--- src/rtl/spi_fe_pkg.sv ---
package spi_fe_pkg;
  localparam int AW = 6;
  localparam logic [AW-1:0] STAT_BASE = 6'h30;
  localparam logic [AW-1:0] PA_ADDR   = 6'h3E;
  localparam logic [AW-1:0] FIFO_ADDR = 6'h3F;

  typedef enum logic [1:0] {PH_HDR, PH_WR, PH_RD} phase_e;
  typedef enum logic [1:0] {TG_CFG, TG_STAT, TG_PA, TG_FIFO} target_e;
endpackage

--- src/rtl/spi_fe_shifter.sv ---
module spi_fe_shifter #(
  parameter int BYTE_W = 8
) (
  input  logic              clk,
  input  logic              rst_n,
  input  logic              sclk_i,
  input  logic              csn_i,
  input  logic              mosi_i,
  input  logic              ld_i,
  input  logic [BYTE_W-1:0] ld_byte_i,
  output logic              miso_o,
  output logic [BYTE_W-1:0] rx_byte_o,
  output logic              byte_done_o,
  output logic              cs_act_o,
  output logic              cs_rise_o,
  output logic              cs_fall_o
);
  localparam int CW = $clog2(BYTE_W);
  localparam logic [CW-1:0] LAST_BIT = CW'(BYTE_W - 1);

  logic [2:0] sclk_p, csn_p;
  logic [1:0] mosi_p;
  logic [CW-1:0] bit_cnt;
  logic [BYTE_W-2:0] rx_sh;
  logic [BYTE_W-1:0] tx_sh;
  logic sck_rise, sck_fall;

  always_ff @(posedge clk or negedge rst_n) begin
    if (!rst_n) begin
      sclk_p <= '0;
      csn_p  <= '1;
      mosi_p <= '0;
    end else begin
      sclk_p <= {sclk_p[1:0], sclk_i};
      csn_p  <= {csn_p[1:0], csn_i};
      mosi_p <= {mosi_p[0], mosi_i};
    end
  end

  assign cs_act_o  = ~csn_p[1];
  assign cs_rise_o = csn_p[1] & ~csn_p[2];
  assign cs_fall_o = ~csn_p[1] & csn_p[2];
  assign sck_rise  = cs_act_o & sclk_p[1] & ~sclk_p[2];
  assign sck_fall  = cs_act_o & ~sclk_p[1] & sclk_p[2];

  // Receive side: sample on rising SCLK, abort on deselect
  always_ff @(posedge clk or negedge rst_n) begin
    if (!rst_n) begin
      bit_cnt     <= '0;
      rx_sh       <= '0;
      rx_byte_o   <= '0;
      byte_done_o <= 1'b0;
    end else begin
      byte_done_o <= 1'b0;
      if (!cs_act_o) begin
        bit_cnt <= '0;
      end else if (sck_rise) begin
        rx_sh   <= {rx_sh[BYTE_W-3:0], mosi_p[1]};
        bit_cnt <= bit_cnt + 1'b1;
        if (bit_cnt == LAST_BIT) begin
          rx_byte_o   <= {rx_sh, mosi_p[1]};
          byte_done_o <= 1'b1;
          bit_cnt     <= '0;
        end
      end
    end
  end

  // Transmit side: shift on falling SCLK inside a byte only
  always_ff @(posedge clk or negedge rst_n) begin
    if (!rst_n) begin
      tx_sh <= '0;
    end else if (ld_i) begin
      tx_sh <= ld_byte_i;
    end else if (sck_fall && bit_cnt != '0) begin
      tx_sh <= {tx_sh[BYTE_W-2:0], 1'b0};
    end
  end

  assign miso_o = cs_act_o & tx_sh[BYTE_W-1];

  AST_TX_HOLD_HIGH: assert property (@(posedge clk) disable iff (!rst_n)
    (sclk_p[1] && sclk_p[2] && !ld_i) |=> $stable(tx_sh));
  AST_MISO_QUIET: assert property (@(posedge clk) disable iff (!rst_n)
    csn_p[1] |-> !miso_o);
endmodule

--- src/rtl/spi_fe_decode.sv ---
module spi_fe_decode
  import spi_fe_pkg::*;
#(
  parameter int          CFG_DEPTH  = 48,
  parameter int          PA_DEPTH   = 8,
  parameter int          STAT_COUNT = 14,
  parameter logic [13:0] DEFER_MASK = 14'h0240
) (
  input  logic                         clk,
  input  logic                         rst_n,
  input  logic                         byte_done_i,
  input  logic [7:0]                   rx_byte_i,
  input  logic                         cs_act_i,
  input  logic                         cs_rise_i,
  input  logic                         cs_fall_i,
  input  logic                         fifo_ready_i,
  output phase_e                       phase_o,
  output target_e                      target_o,
  output logic [AW-1:0]                addr_o,
  output logic [$clog2(PA_DEPTH)-1:0]  pa_idx_o,
  output logic                         cfg_we_o,
  output logic [AW-1:0]                cfg_waddr_o,
  output logic                         pa_we_o,
  output logic [$clog2(PA_DEPTH)-1:0]  pa_widx_o,
  output logic [7:0]                   wdata_o,
  output logic                         fifo_valid_o,
  output logic [7:0]                   fifo_data_o,
  output logic [STAT_COUNT-1:0]        strobe_o,
  output logic                         ld_tx_o
);
  localparam int PW  = $clog2(PA_DEPTH);
  localparam int SIW = $clog2(STAT_COUNT);
  localparam logic [AW-1:0] CFG_END = AW'(CFG_DEPTH);
  localparam logic [STAT_COUNT-1:0] DMASK = DEFER_MASK[STAT_COUNT-1:0];

  logic                  burst_q;
  logic [STAT_COUNT-1:0] pend_q;
  logic                  hdr_rw, hdr_bu;
  logic [AW-1:0]         hdr_a, s_off;
  logic [SIW-1:0]        s_idx;

  assign hdr_rw = rx_byte_i[7];
  assign hdr_bu = rx_byte_i[6];
  assign hdr_a  = rx_byte_i[AW-1:0];
  assign s_off  = hdr_a - STAT_BASE;
  assign s_idx  = s_off[SIW-1:0];

  always_ff @(posedge clk or negedge rst_n) begin
    if (!rst_n) begin
      phase_o      <= PH_HDR;
      target_o     <= TG_CFG;
      addr_o       <= '0;
      burst_q      <= 1'b0;
      pa_idx_o     <= '0;
      pend_q       <= '0;
      strobe_o     <= '0;
      cfg_we_o     <= 1'b0;
      cfg_waddr_o  <= '0;
      pa_we_o      <= 1'b0;
      pa_widx_o    <= '0;
      wdata_o      <= '0;
      fifo_valid_o <= 1'b0;
      fifo_data_o  <= '0;
      ld_tx_o      <= 1'b0;
    end else begin
      strobe_o <= '0;
      cfg_we_o <= 1'b0;
      pa_we_o  <= 1'b0;
      ld_tx_o  <= byte_done_i | cs_fall_i;
      if (fifo_valid_o && fifo_ready_i) fifo_valid_o <= 1'b0;

      if (cs_rise_i) begin
        phase_o  <= PH_HDR;
        pa_idx_o <= '0;
        strobe_o <= pend_q;
        pend_q   <= '0;
      end else if (byte_done_i) begin
        unique case (phase_o)
          PH_HDR: begin
            addr_o  <= hdr_a;
            burst_q <= hdr_bu;
            if (hdr_a < CFG_END) begin
              target_o <= TG_CFG;
              phase_o  <= hdr_rw ? PH_RD : PH_WR;
            end else if (hdr_a == PA_ADDR) begin
              target_o <= TG_PA;
              phase_o  <= hdr_rw ? PH_RD : PH_WR;
            end else if (hdr_a == FIFO_ADDR) begin
              target_o <= TG_FIFO;
              phase_o  <= hdr_rw ? PH_RD : PH_WR;
            end else if (hdr_bu) begin
              target_o <= TG_STAT;
              phase_o  <= hdr_rw ? PH_RD : PH_WR;
              burst_q  <= ~hdr_rw;
            end else if (DMASK[s_idx]) begin
              pend_q[s_idx] <= 1'b1;
            end else begin
              strobe_o <= STAT_COUNT'(1) << s_idx;
            end
          end
          PH_WR, PH_RD: begin
            if (phase_o == PH_WR) begin
              wdata_o     <= rx_byte_i;
              cfg_waddr_o <= addr_o;
              pa_widx_o   <= pa_idx_o;
              cfg_we_o    <= (target_o == TG_CFG) && (addr_o < CFG_END);
              pa_we_o     <= (target_o == TG_PA);
              if (target_o == TG_FIFO) begin
                fifo_valid_o <= 1'b1;
                fifo_data_o  <= rx_byte_i;
              end
            end
            if (target_o == TG_PA) pa_idx_o <= pa_idx_o + 1'b1;
            if (burst_q) addr_o <= addr_o + 1'b1;
            else         phase_o <= PH_HDR;
          end
          default: phase_o <= PH_HDR;
        endcase
      end
    end
  end

  AST_WE_NEEDS_CS: assert property (@(posedge clk) disable iff (!rst_n)
    (cfg_we_o || pa_we_o) |-> $past(cs_act_i, 2));
  AST_DEFER_AT_RISE: assert property (@(posedge clk) disable iff (!rst_n)
    ((strobe_o & DMASK) != '0) |-> $past(cs_rise_i));
  AST_STROBE_PULSE: assert property (@(posedge clk) disable iff (!rst_n)
    (strobe_o != '0) |=> ((strobe_o & $past(strobe_o)) == '0));
  AST_FIFO_HOLD: assert property (@(posedge clk) disable iff (!rst_n)
    (fifo_valid_o && !fifo_ready_i) |=> (fifo_valid_o && $stable(fifo_data_o)));
endmodule

--- src/rtl/spi_fe_regs.sv ---
module spi_fe_regs
  import spi_fe_pkg::*;
#(
  parameter int CFG_DEPTH  = 48,
  parameter int PA_DEPTH   = 8,
  parameter int STAT_COUNT = 14
) (
  input  logic                         clk,
  input  logic                         rst_n,
  input  logic                         cfg_we_i,
  input  logic [AW-1:0]                cfg_waddr_i,
  input  logic                         pa_we_i,
  input  logic [$clog2(PA_DEPTH)-1:0]  pa_widx_i,
  input  logic [7:0]                   wdata_i,
  input  phase_e                       phase_i,
  input  target_e                      target_i,
  input  logic [AW-1:0]                addr_i,
  input  logic [$clog2(PA_DEPTH)-1:0]  pa_idx_i,
  input  logic [STAT_COUNT*8-1:0]      stat_i,
  input  logic [2:0]                   chip_state_i,
  input  logic [3:0]                   fifo_free_i,
  output logic [CFG_DEPTH*8-1:0]       cfg_o,
  output logic [PA_DEPTH*8-1:0]        pa_o,
  output logic [7:0]                   tx_byte_o
);
  localparam int SIW = $clog2(STAT_COUNT);
  localparam int SPAD = 1 << SIW;
  localparam logic [AW-1:0] CFG_END  = AW'(CFG_DEPTH);
  localparam logic [AW-1:0] STAT_END = STAT_BASE + AW'(STAT_COUNT);

  logic [7:0] cfg_mem [CFG_DEPTH];
  logic [7:0] pa_mem  [PA_DEPTH];
  logic [7:0] stat_arr [SPAD];
  logic [AW-1:0] s_off;

  always_ff @(posedge clk or negedge rst_n) begin
    if (!rst_n) begin
      for (int i = 0; i < CFG_DEPTH; i++) cfg_mem[i] <= '0;
    end else if (cfg_we_i) begin
      cfg_mem[cfg_waddr_i] <= wdata_i;
    end
  end

  always_ff @(posedge clk or negedge rst_n) begin
    if (!rst_n) begin
      for (int i = 0; i < PA_DEPTH; i++) pa_mem[i] <= '0;
    end else if (pa_we_i) begin
      pa_mem[pa_widx_i] <= wdata_i;
    end
  end

  for (genvar g = 0; g < CFG_DEPTH; g++) begin : g_cfg_out
    assign cfg_o[g*8 +: 8] = cfg_mem[g];
  end
  for (genvar g = 0; g < PA_DEPTH; g++) begin : g_pa_out
    assign pa_o[g*8 +: 8] = pa_mem[g];
  end
  for (genvar g = 0; g < SPAD; g++) begin : g_stat
    if (g < STAT_COUNT) begin : g_used
      assign stat_arr[g] = stat_i[g*8 +: 8];
    end else begin : g_pad
      assign stat_arr[g] = '0;
    end
  end

  assign s_off = addr_i - STAT_BASE;

  always_comb begin
    tx_byte_o = {1'b0, chip_state_i, fifo_free_i};
    if (phase_i == PH_RD) begin
      unique case (target_i)
        TG_CFG:  tx_byte_o = (addr_i < CFG_END) ? cfg_mem[addr_i] : 8'h00;
        TG_PA:   tx_byte_o = pa_mem[pa_idx_i];
        TG_STAT: tx_byte_o = (addr_i >= STAT_BASE && addr_i < STAT_END)
                             ? stat_arr[s_off[SIW-1:0]] : 8'h00;
        default: tx_byte_o = 8'h00;
      endcase
    end
  end

  AST_CFG_IN_RANGE: assert property (@(posedge clk) disable iff (!rst_n)
    cfg_we_i |-> (cfg_waddr_i < CFG_END));
  AST_ONE_WRITE: assert property (@(posedge clk) disable iff (!rst_n)
    !(cfg_we_i && pa_we_i));
endmodule

--- src/rtl/spi_reg_front.sv ---
module spi_reg_front
  import spi_fe_pkg::*;
#(
  parameter int          CFG_DEPTH  = 48,
  parameter int          PA_DEPTH   = 8,
  parameter int          STAT_COUNT = 14,
  parameter logic [13:0] DEFER_MASK = 14'h0240
) (
  input  logic                     clk,
  input  logic                     rst_n,
  input  logic                     sclk,
  input  logic                     csn,
  input  logic                     mosi,
  output logic                     miso,
  input  logic [2:0]               chip_state,
  input  logic [3:0]               fifo_free,
  input  logic [STAT_COUNT*8-1:0]  stat_i,
  output logic [CFG_DEPTH*8-1:0]   cfg_o,
  output logic [PA_DEPTH*8-1:0]    pa_o,
  output logic [7:0]               fifo_wdata,
  output logic                     fifo_wvalid,
  input  logic                     fifo_wready,
  output logic [STAT_COUNT-1:0]    strobe_o
);
  localparam int PW = $clog2(PA_DEPTH);

  logic          ld_tx, byte_done, cs_act, cs_rise, cs_fall;
  logic [7:0]    rx_byte, tx_byte, wdata;
  phase_e        phase;
  target_e       target;
  logic [AW-1:0] addr, cfg_waddr;
  logic [PW-1:0] pa_idx, pa_widx;
  logic          cfg_we, pa_we;

  spi_fe_shifter #(.BYTE_W(8)) u_shift (
    .clk(clk), .rst_n(rst_n), .sclk_i(sclk), .csn_i(csn), .mosi_i(mosi),
    .ld_i(ld_tx), .ld_byte_i(tx_byte), .miso_o(miso), .rx_byte_o(rx_byte),
    .byte_done_o(byte_done), .cs_act_o(cs_act), .cs_rise_o(cs_rise),
    .cs_fall_o(cs_fall)
  );

  spi_fe_decode #(
    .CFG_DEPTH(CFG_DEPTH), .PA_DEPTH(PA_DEPTH), .STAT_COUNT(STAT_COUNT),
    .DEFER_MASK(DEFER_MASK)
  ) u_dec (
    .clk(clk), .rst_n(rst_n), .byte_done_i(byte_done), .rx_byte_i(rx_byte),
    .cs_act_i(cs_act), .cs_rise_i(cs_rise), .cs_fall_i(cs_fall),
    .fifo_ready_i(fifo_wready), .phase_o(phase), .target_o(target),
    .addr_o(addr), .pa_idx_o(pa_idx), .cfg_we_o(cfg_we),
    .cfg_waddr_o(cfg_waddr), .pa_we_o(pa_we), .pa_widx_o(pa_widx),
    .wdata_o(wdata), .fifo_valid_o(fifo_wvalid), .fifo_data_o(fifo_wdata),
    .strobe_o(strobe_o), .ld_tx_o(ld_tx)
  );

  spi_fe_regs #(
    .CFG_DEPTH(CFG_DEPTH), .PA_DEPTH(PA_DEPTH), .STAT_COUNT(STAT_COUNT)
  ) u_regs (
    .clk(clk), .rst_n(rst_n), .cfg_we_i(cfg_we), .cfg_waddr_i(cfg_waddr),
    .pa_we_i(pa_we), .pa_widx_i(pa_widx), .wdata_i(wdata), .phase_i(phase),
    .target_i(target), .addr_i(addr), .pa_idx_i(pa_idx), .stat_i(stat_i),
    .chip_state_i(chip_state), .fifo_free_i(fifo_free), .cfg_o(cfg_o),
    .pa_o(pa_o), .tx_byte_o(tx_byte)
  );
endmodule

--- config.mk ---
export PLATFORM = sky130hd
export DESIGN_NAME = spi_reg_front
export DESIGN_NICKNAME = d
export VERILOG_FILES = /design/src/rtl/spi_fe_pkg.sv /design/src/rtl/spi_fe_shifter.sv /design/src/rtl/spi_fe_decode.sv /design/src/rtl/spi_fe_regs.sv /design/src/rtl/spi_reg_front.sv
export SDC_FILE = /design/constraint.sdc
export NUM_CORES = 1
export LEC_CHECK = 0
export BUFFER_PORTS_ARGS = -buffer_cell sky130_fd_sc_hd__buf_2
export CAP_MARGIN = 15
export CORE_AREA = 10 10 229 231
export CTS_CLUSTER_SIZE = 10
export DETAILED_ROUTE_END_ITERATION = 7
export DIE_AREA = 0 0 239 241
export PLACE_DENSITY = 0.77
export SYNTH_ARGS = -nofsm -noshare
export SYNTH_HDL_FRONTEND = slang
export SYNTH_SLANG_ARGS = --single-unit
--- constraint.sdc ---
create_clock -name clk -period 3 [get_ports clk]
set_input_delay 0.6 -clock clk [delete_from_list [all_inputs] [get_ports clk]]
set_output_delay 0.6 -clock clk [all_outputs]
set_load 0.01 [all_outputs]
* After elaboration in Yosys (flattened, before gate mapping)
Memory sizes are Yosys's and may differ from the RTL's.
Cells that the tools add are included.
** Word-level totals
- Output and inout port bits :: 472
- Memories :: 1
- Register bits :: 554
- Bits of input ports :: 125
- Bits in read-only memories :: 16
** Memory list
- (name not given) :: depth 16, width 1, rd ports 1, clocked after Yosys merged registers in 0, wr ports 0, line spi_fe_decode.sv:95 : end else if (DMASK[s_idx]) begin
** Operators by class
- Muxes and demuxes :: 83
- Add/sub/neg operators :: 5
- Bitwise logic cells :: 20
- Magnitude comparators :: 13
- Eq/ne operators :: 15
- Reductions and logical operators :: 30
- Shift operators :: 1
** Operators by type and width (number)
- 384-bit bitwise mux :: 1
- 14-bit two-way mux :: 16
- 8-bit two-way mux :: 13
- 64-bit bitwise mux :: 1
- 8-bit binary-select mux with 6-bit select :: 1
- 8-bit demux with 6-bit select :: 1
- 8-bit binary-select mux with 4-bit select :: 1
- 8-bit binary-select mux with 3-bit select :: 1
- 8-bit demux with 3-bit select :: 1
- 2-bit two-way mux :: 12
- 8-bit one-hot mux with 3 select lines :: 1
- 1-bit two-way mux :: 23
- 3-bit two-way mux :: 7
- 6-bit less-than comparator (second input constant) :: 3
- 2-bit nonzero test :: 8
- 7-bit greater-or-equal comparator (second input constant) :: 2
- 6-bit inverter with 7-bit output :: 2
- 14-bit bitwise OR :: 1
- 1-bit by 4-bit left shift with 14-bit output (first input constant) :: 1
- 6-bit equality test (second input constant) :: 2
- 6-bit one-hot mux with 2 select lines :: 1
- 3-bit AND reduction :: 4
- 4-bit AND reduction :: 3
- 4-bit greater-or-equal comparator (second input constant) :: 2
- other kinds (32) :: 59

* Depth between registers and ports, before layout
Gate-level depths: netlist (run 1).
- Word-level depth :: 14
- Depth in mapped cells :: 12
- Mapped depth without buffers :: 8

* Cells and area by module
From an unflattened synthesis (run 1), not the netlist that was laid out.
** Second synthesis, totals
- Cells, all modules :: 1823
- Area, all modules :: 26245.2 µm²
** Modules (own cells, without submodules)
- spi_fe_regs :: area an instance 21659.5 µm², cells an instance 1471, instances 1
- spi_fe_decode :: area an instance 3115.5 µm², cells an instance 243, instances 1
- spi_fe_shifter :: area an instance 1470.2 µm², cells an instance 109, instances 1

* Worst setup path before layout (run 1)
Ideal clock, no wire load.
- Path type :: register to register
- From :: register u_dec.addr_o[0]
- To :: register u_shift.tx_sh[6]
- Data arrival time :: 2108 ps
- Setup slack :: 767 ps
- Required time :: 2875 ps
- Cell stages (with the launch flop) :: 9
- Path buffers :: 2
- Cell sequence :: dfrtp_1 -> buf_6 -> buf_4 -> mux4_2 -> mux2i_1 -> o22ai_1 -> or4_1 -> a31oi_1 -> o21ai_1
** On the way
- Longest elaborated chain between the ends :: 9
- Elaborated cells between the ends (all ways) :: 18
- Classes of those cells :: 1 x add/sub; 3 x order compare; 11 x mux; 2 x bitwise; 1 x reduce/logical
** RTL lines
- start: declaration :: line spi_fe_decode.sv:19 : output logic [AW-1:0] addr_o,
- start signal: assignment :: line spi_fe_decode.sv:80 : addr_o <= hdr_a;
- start signal: assignment :: line spi_fe_decode.sv:114 : if (burst_q) addr_o <= addr_o + 1'b1;
- 4-bit by 1-bit subtractor with 4-bit output :: line spi_fe_regs.sv:66 : assign s_off = addr_i - STAT_BASE;
- 4-bit inverter with 5-bit output (implied by the code) :: line spi_fe_regs.sv:75 : ? stat_arr[s_off[SIW-1:0]] : 8'h00;
- 8-bit binary-select mux with 4-bit select :: line spi_fe_regs.sv:75
- 8-bit two-way mux (implied by the code) (2 in a row) :: line spi_fe_regs.sv:75
- 8-bit two-way mux :: line spi_fe_regs.sv:75
- 8-bit one-hot mux with 3 select lines (*) :: line spi_fe_regs.sv:71 : unique case (target_i)
- 8-bit two-way mux (*) :: line spi_fe_regs.sv:70 : if (phase_i == PH_RD) begin
- 8-bit two-way mux (*) :: line spi_fe_shifter.sv:73 : end else if (ld_i) begin
- end signal: assignment :: line spi_fe_shifter.sv:74 : tx_sh <= ld_byte_i;
- end signal: assignment :: line spi_fe_shifter.sv:76 : tx_sh <= {tx_sh[BYTE_W-2:0], 1'b0};
- end: declaration :: line spi_fe_shifter.sv:25 : logic [BYTE_W-1:0] tx_sh;
Every way passes the cells marked *; elsewhere a longest branch is shown, timed or not. The select of a mux whose other input is x is not followed.
A chain may end at the register's enable or synchronous reset.

* Final worst setup path (run 1)
- From :: register u_dec.addr_o[1]
- To :: register u_shift.tx_sh[0]
Same word-level chain as after synthesis.

==> impl_metrics.py, run 1 <==
metrics = {
    "global_route": {
        "grt_first_pass_wirelength_mm": 143,
        "grt_overflow": 0,
        "grt_max_degree": 81,
        "antenna_found_initial": 1,
        "grt_pass1_vias": 20360,
        "grt_usage": 0.339,
    },
    "worst_setup_path": {
        "crit_path_start_kind": "flop",
        "critPathMaxFanout": 34,
        "cp.required_ns": 3.50,
        "end_kind": "flop",
        "worstPathArrival_ns": 3.38,
        "crit_type": "flop to flop",
    },
    "cells_and_area": {
        "regArea_sq_um": 13900,
        "drive_above_1_share": 0.568,
        "utilization": 0.670,
        "n_antenna_cell": 0,
        "n_fill_cell": 3423,
        "synthToLayoutAreaGrowth_pct": 22.7,
        "fin_nets": 2587,
        "multi_input_area_sq_um": 11500,
    },
    "yosys": {
        "synth.avg_cell_area_sq_um": 14.2,
        "synth_nets": 1964,
        "synthFlopType": "dfrtp_1",
        "synth.area.top_cells": "dfrtp_1 (53%), mux2_2 (22%), mux4_2 (9.0%)",
        "yosysMostFrequentCell": "dfrtp_1",
        "yosys.area.top_type": "dfrtp_1",
        "yosysSeqAreaShare": 0.534,
        "synthArstFlopShare": 1.00,
        "synth-edff-count": 0,
        "syn_area_sq_um": 26000,
        "ys_seq_elements": 554,
        "synth_cell_types": 56,
        "ys_warn_count": 0,
        "synthCells": 1830,
        "synth_top_cell_area_share": 0.531,
        "synth.cells.most_frequent": "dfrtp_1 (551), mux2_2 (514), mux4_2 (104)",
    },
    "routing": {
        "drt-initial-drc-count": 1827,
        "wire_per_inst_um": 31.8,
        "drc": 0,
        "vias_per_cell": 6.28,
        "drt-met1-wl_mm": 36.9,
        "postRouteAntennaNets": 0,
        "via_count": 19410,
        "drt-pass1-iter-count": 5,
        "top_layer": "met4",
        "drt_wl_total_mm": 98.4,
        "met3WireLength_mm": 8.86,
        "met2WireLength_mm": 48.5,
    },
    "pwr": {
        "p_leak_nw": 16.8,
        "vdd_drop_max_uv": 424,
        "power_density_nw_per_um2": 479,
    },
    "timing": {
        "slew_headroom": 0.164,
        "setup_viol": 0,
        "slew_viol_final": 0,
        "post-route-min-period_ns": 2.88,
        "finalHoldViolCount": 0,
        "max_freq_mhz": 347,
        "rsz0062_at_grt": "no",
        "clock_skew_ns": 0.0196,
        "fin_ws_ns": 0.120,
        "hold_ws_ns": 0.101,
        "tightestPinTransition_ns": 1.25,
        "finalCritPeriodShare": 0.960,
        "totalNegativeSetupSlack_ns": 0,
    },
    "cts": {
        "clk_latency_ns": 0.61,
        "cts_root_buf": "clkbuf_16",
        "cts_tree": "built",
        "h-tree-depth": 3,
        "cts_buffers": 66,
        "path_clk_slew_ns": 0.06,
        "clk_path_buf_depth": 3,
        "numClockSinks": 554,
    },
    "hold_path": {
        "hold_path_class": "input pin to flop",
    },
    "placed_design": {
        "preCtsSetupSlack_ns": -0.0542,
        "dpl.hpwl_mm": 73.7,
        "gp_congestion": 0.973,
        "port_buffers": 596,
    },
    "flow_run": {
        "cap_violations": 0,
    },
    "outcome": {
        "status": "complete, no violations",
    },
    "floorplanning": {
        "dieWidth_um": 239,
        "die_y_um": 241,
        "io_pins": 597,
        "dieArea_sq_um": 57600,
        "core_sq_um": 47500,
        "start_util": 0.546,
        "std_cell_rows": 80,
    },
}
## cells by family after synthesis
kind of cell             Yosys count  synth area share
multiplexers                     702             0.345
flip-flops                       554             0.534
AND/OR/NAND/NOR                  248            0.0487
AO/OA/AOI/OAI                    167            0.0416
buffers and inverters            148            0.0253
adder cells (fa/ha/maj)            9           0.00434
XOR/XNOR                           2          0.000675
## where the power goes
part / total [mW] / switching (mW) / leakage (nW) / internal (mW)
clock: 7.25 / 3.02 / 0.909 / 4.22
sequential: 7.59 / 0.0516 / 7.68 / 7.54
combinational: 0.424 / 0.259 / 8.18 / 0.165
total: 15.3 / 3.34 / 16.8 / 11.9
## final timing paths
check,cells after the start,to,from,slack [ns]
min in group asynchronous,2,u_dec.strobe_o[9]$_DFF_PN0_,rst_n,0.52
hold reg to reg,0,u_shift.mosi_p[1]$_DFF_PN0_,u_shift.mosi_p[0]$_DFF_PN0_,0.35
setup / recovery,8,u_shift.tx_sh[0]$_DFFE_PN0P_,u_dec.addr_o[1]$_DFFE_PN0P_,0.12
max in group asynchronous,3,u_shift.csn_p[0]$_DFF_PN1_,rst_n,1.56
hold / removal,1,u_shift.csn_p[0]$_DFF_PN1_,csn,0.10
setup reg to reg,8,u_shift.tx_sh[0]$_DFFE_PN0P_,u_dec.addr_o[1]$_DFFE_PN0P_,0.12
## cell type report
class,instances,share of cell area
repair buffers,690,0.121
multi-input cells,1128,0.359
clock buffers,87,0.0576
inverters,13,0.00153
clock inverters,3,0.000824
flip-flops and latches,554,0.436
well taps,615,0.0241
## cell usage in the layout, fill, tap and decap left out, types with 8 or more instances in the layout
master / count
a31oi_1: 9
buf_2: 595
mux2_2: 514
o22ai_1: 40
and2_1: 20
dfrtp_1: 541
a21oi_1: 22
and3_1: 8
mux2i_1: 82
mux4_2: 104
nor2b_1: 20
nor2_1: 58
buf_12: 11
nor3_1: 19
a211oi_1: 8
dfrtp_2: 8
buf_4: 81
nand2b_1: 12
ha_1: 9
nand2_1: 60
clkbuf_1: 15
clkbuf_16: 70
o221ai_1: 8
nand3_1: 17
inv_1: 12
nand4_1: 9
o21ai_0: 37
## per-layer routing
layer,vias up,global-route usage
met5,-,0
met4,0,0.147
met3,183,0.0870
met2,1012,0.563
met1,10164,0.414
li1,8051,-
## metrics by stage
| step | power [mW] | cells | area, sq um |
|---|---|---|---|
| after detailed placement | 8.15 | 2997 | 30000 |
| after global routing | 15.7 | 3090 | 31900 |
| after global placement | 8.13 | 2997 | 30000 |
| final | 15.3 | 3090 | 31900 |
| after CTS | 15.3 | 3087 | 31800 |
| after floorplan | 7.82 | 1830 | 26000 |
## worst max-delay path: stages, from the launching register on
cell and delay, ns:
dfrtp_4 0.52, buf_12 0.20, buf_4 0.48, nand3_1 0.46, o221ai_1 0.39, a21oi_1 0.11
o21ai_0 0.18, nand4_1 0.25, o211ai_1 0.15
## registers in the layout (all words and copies together) (netlist names), 6 cells and up
register,flops
u_regs.cfg_o,384
u_shift.tx_sh,8
u_shift.rx_byte_o,8
u_dec.addr_o,6
u_shift.rx_sh,7
u_dec.fifo_data_o,8
u_dec.wdata_o,8
u_dec.cfg_waddr_o,6
u_regs.pa_o,64
u_dec.strobe_o,14
u_dec.pend_q,14
## what timing repair did
item,in CTS,in global routing
pin swaps,0,0
endpoints found under the setup margin,1,3
endpoints found under the hold margin,42,0
buffers inserted,0,3
gates resized for setup,0,2
hold buffers,1,0
Power figures use the tool's default switching activity.
==> run 2: changes to the inputs <==
--- a/config.mk
+++ b/config.mk
@@ -7,11 +7,11 @@
 export LEC_CHECK = 0
 export BUFFER_PORTS_ARGS = -buffer_cell sky130_fd_sc_hd__buf_2
 export CAP_MARGIN = 15
-export CORE_AREA = 10 10 229 231
+export CORE_AREA = 2 2 234 236
 export CTS_CLUSTER_SIZE = 10
 export DETAILED_ROUTE_END_ITERATION = 7
-export DIE_AREA = 0 0 239 241
-export PLACE_DENSITY = 0.77
+export DIE_AREA = 0 0 236 238
+export PLACE_DENSITY = 0.7
 export SYNTH_ARGS = -nofsm -noshare
 export SYNTH_HDL_FRONTEND = slang
 export SYNTH_SLANG_ARGS = --single-unit
==> constraint.sdc (replaced) <==
create_clock -name clk -period 3 [get_ports clk]
set_input_delay 0.6 -clock clk [delete_from_list [all_inputs] [get_ports clk]]
set_output_delay 0.6 -clock clk [all_outputs]
set_load 0.1 [all_outputs]
==> run 2 against run 1 <==
Combinational power increased by 5.0%. Cell count increased by 2.8%. Clock-buffer cell count decreased by 5. Critical endpoint is now u_shift.tx_sh[7]$_DFFE_PN0P_.
==> impl_metrics.py, run 2 (synthesis results as in run 1) <==
metrics = {
    "outcome": {
        "status": "complete, no violations",
    },
    "worst_setup_path": {
        "critPathMaxFanout": 67,
        "timing.rr.start": "u_dec.addr_o[0]$_DFFE_PN0P_",
        "cp.required_ns": 3.48,
        "r2r_slack_ns": 0.08,
        "crit_path_start_kind": "flop",
        "r2r_end": "u_shift.tx_sh[7]$_DFFE_PN0P_",
        "worstRegToRegCells": 6,
        "worstPathArrival_ns": 3.39,
        "crit_type": "flop to flop",
        "end_kind": "flop",
    },
    "routing": {
        "drc": 0,
        "drt_wl_total_mm": 97.5,
        "drt-initial-drc-count": 1751,
        "drt-pass1-iter-count": 6,
        "vias_per_cell": 6.18,
        "via_count": 19625,
        "postRouteAntennaNets": 0,
        "wire_per_inst_um": 30.7,
    },
    "global_route": {
        "grt_first_pass_wirelength_mm": 140,
        "grt_usage": 0.343,
        "grt_pass1_vias": 19986,
        "grt_overflow": 0,
        "grt_max_degree": 77,
        "antenna_found_initial": 6,
    },
    "pwr": {
        "switching_power_mw": 3.32,
        "power_mw": 15.2,
        "swShare": 0.219,
        "power_density_nw_per_um2": 474,
        "clkPwrFrac": 0.470,
        "p_int_mw": 11.9,
        "p_leak_nw": 16.8,
        "p_seq_frac": 0.500,
        "vdd_drop_max_uv": 351,
        "p_comb_frac": 0.029,
    },
    "cells_and_area": {
        "synthToLayoutAreaGrowth_pct": 23.3,
        "utilization": 0.599,
        "drive_above_1_share": 0.572,
        "fin_nets": 2596,
        "largest_register_ffs": 384,
        "final_common_cell": "buf_2",
        "n_fill_cell": 4260,
        "mostFrequentLayoutCells": "buf_2 (595), dfrtp_1 (540), mux2_2 (514)",
    },
    "cts": {
        "cts_root_buf": "clkbuf_16",
        "clk_latency_ns": 0.60,
        "cts_tree": "built",
        "h-tree-depth": 3,
        "path_clk_slew_ns": 0.06,
        "clk_path_buf_depth": 3,
        "numClockSinks": 554,
        "postCtsSetupBuffers": 0,
        "cts_buffers": 66,
    },
    "placed_design": {
        "dpl.hpwl_mm": 71.9,
        "preCtsSetupSlack_ns": 0.126,
        "gp_congestion": 0.973,
        "port_buffers": 596,
    },
    "timing": {
        "fin_ws_ns": 0.0845,
        "finalHoldViolCount": 0,
        "clock_skew_ns": 0.0234,
        "finalCritPeriodShare": 0.972,
        "setup_viol": 0,
        "hold_ws_ns": 0.0375,
        "slew_viol_final": 0,
        "rsz0062_at_grt": "no",
        "tightestPinTransition_ns": 1.16,
        "totalNegativeSetupSlack_ns": 0,
        "max_freq_mhz": 343,
        "post-route-min-period_ns": 2.92,
        "slew_headroom": 0.224,
    },
    "floorplanning": {
        "start_util": 0.486,
        "dieArea_sq_um": 56200,
        "die_y_um": 238,
        "dieWidth_um": 236,
        "io_pins": 597,
        "core_sq_um": 53500,
        "std_cell_rows": 85,
    },
    "flow_run": {
        "cap_violations": 0,
    },
    "hold_path": {
        "hold_path_class": "input pin to async pin",
    },
}
==> run 2: worst max path at each step <==
stage               slack, ns                            to  cells past startpoint                         from
floorplan                0.53                          miso                      2   u_shift.csn_p[1]$_DFF_PN1_
global placement         0.08  u_shift.tx_sh[5]$_DFFE_PN0P_                      6  u_dec.addr_o[0]$_DFFE_PN0P_
detailed placement       0.13  u_shift.tx_sh[5]$_DFFE_PN0P_                      6  u_dec.addr_o[0]$_DFFE_PN0P_
CTS                      0.12  u_shift.tx_sh[5]$_DFFE_PN0P_                      6  u_dec.addr_o[0]$_DFFE_PN0P_
global route             0.06  u_shift.tx_sh[4]$_DFFE_PN0P_                      6  u_dec.addr_o[0]$_DFFE_PN0P_
finish                   0.08  u_shift.tx_sh[7]$_DFFE_PN0P_                      6  u_dec.addr_o[0]$_DFFE_PN0P_
==> run 2: power by group through the flow <==
stage / Sequential (mW) / Combinational, mW / Clock [mW]
after floorplan: 7.70 / 0.131 / 0
after global placement: 7.72 / 0.440 / 0
after detailed placement: 7.72 / 0.449 / 0
after CTS: 7.59 / 0.451 / 7.24
after global routing: 7.60 / 0.491 / 7.53
final: 7.60 / 0.445 / 7.14
==> run 2: what timing repair did <==
action | in CTS | in global routing
endpoints found under the setup margin | 0 | 3
hold buffers | 0 | 0
gates resized for setup | 0 | 3
==> run 2: per-stage QoR <==
step           cell area (sq um)  cells
6_report                   32000   3177
5_1_grt                    32000   3175
4_1_cts                    31900   3171
3_5_place_dp               30100   3087
3_3_place_gp               30100   3087
2_1_floorplan              26000   1830
==> run 2: layout make-up <==
class | count | area [sq um] | share of cell area
clock inverter | 2 | 25.0 | 0.000781
multi-input combinational | 1128 | 11500 | 0.358
clock buffer | 82 | 1800 | 0.0561
sequential | 554 | 13900 | 0.434
antenna | 3 | 7.51 | 0.000234
timing repair buffer | 699 | 3930 | 0.123
tap | 696 | 871 | 0.0272
inverter | 13 | 48.8 | 0.00152
==> run 2: worst max-delay path, stage by stage (launching register included) <==
cell and delay [ns]:
dfrtp_4 0.61, buf_12 0.36, mux4_2 0.59, a21oi_1 0.61
o21ai_0 0.24, nand2_1 0.14, o22ai_1 0.08
==> run 2: routing by layer <==
layer / GRT usage / wire [um]
met5: 0 / 27
met4: 0.161 / 5010
met3: 0.0953 / 9400
met2: 0.560 / 46600
met1: 0.427 / 36500
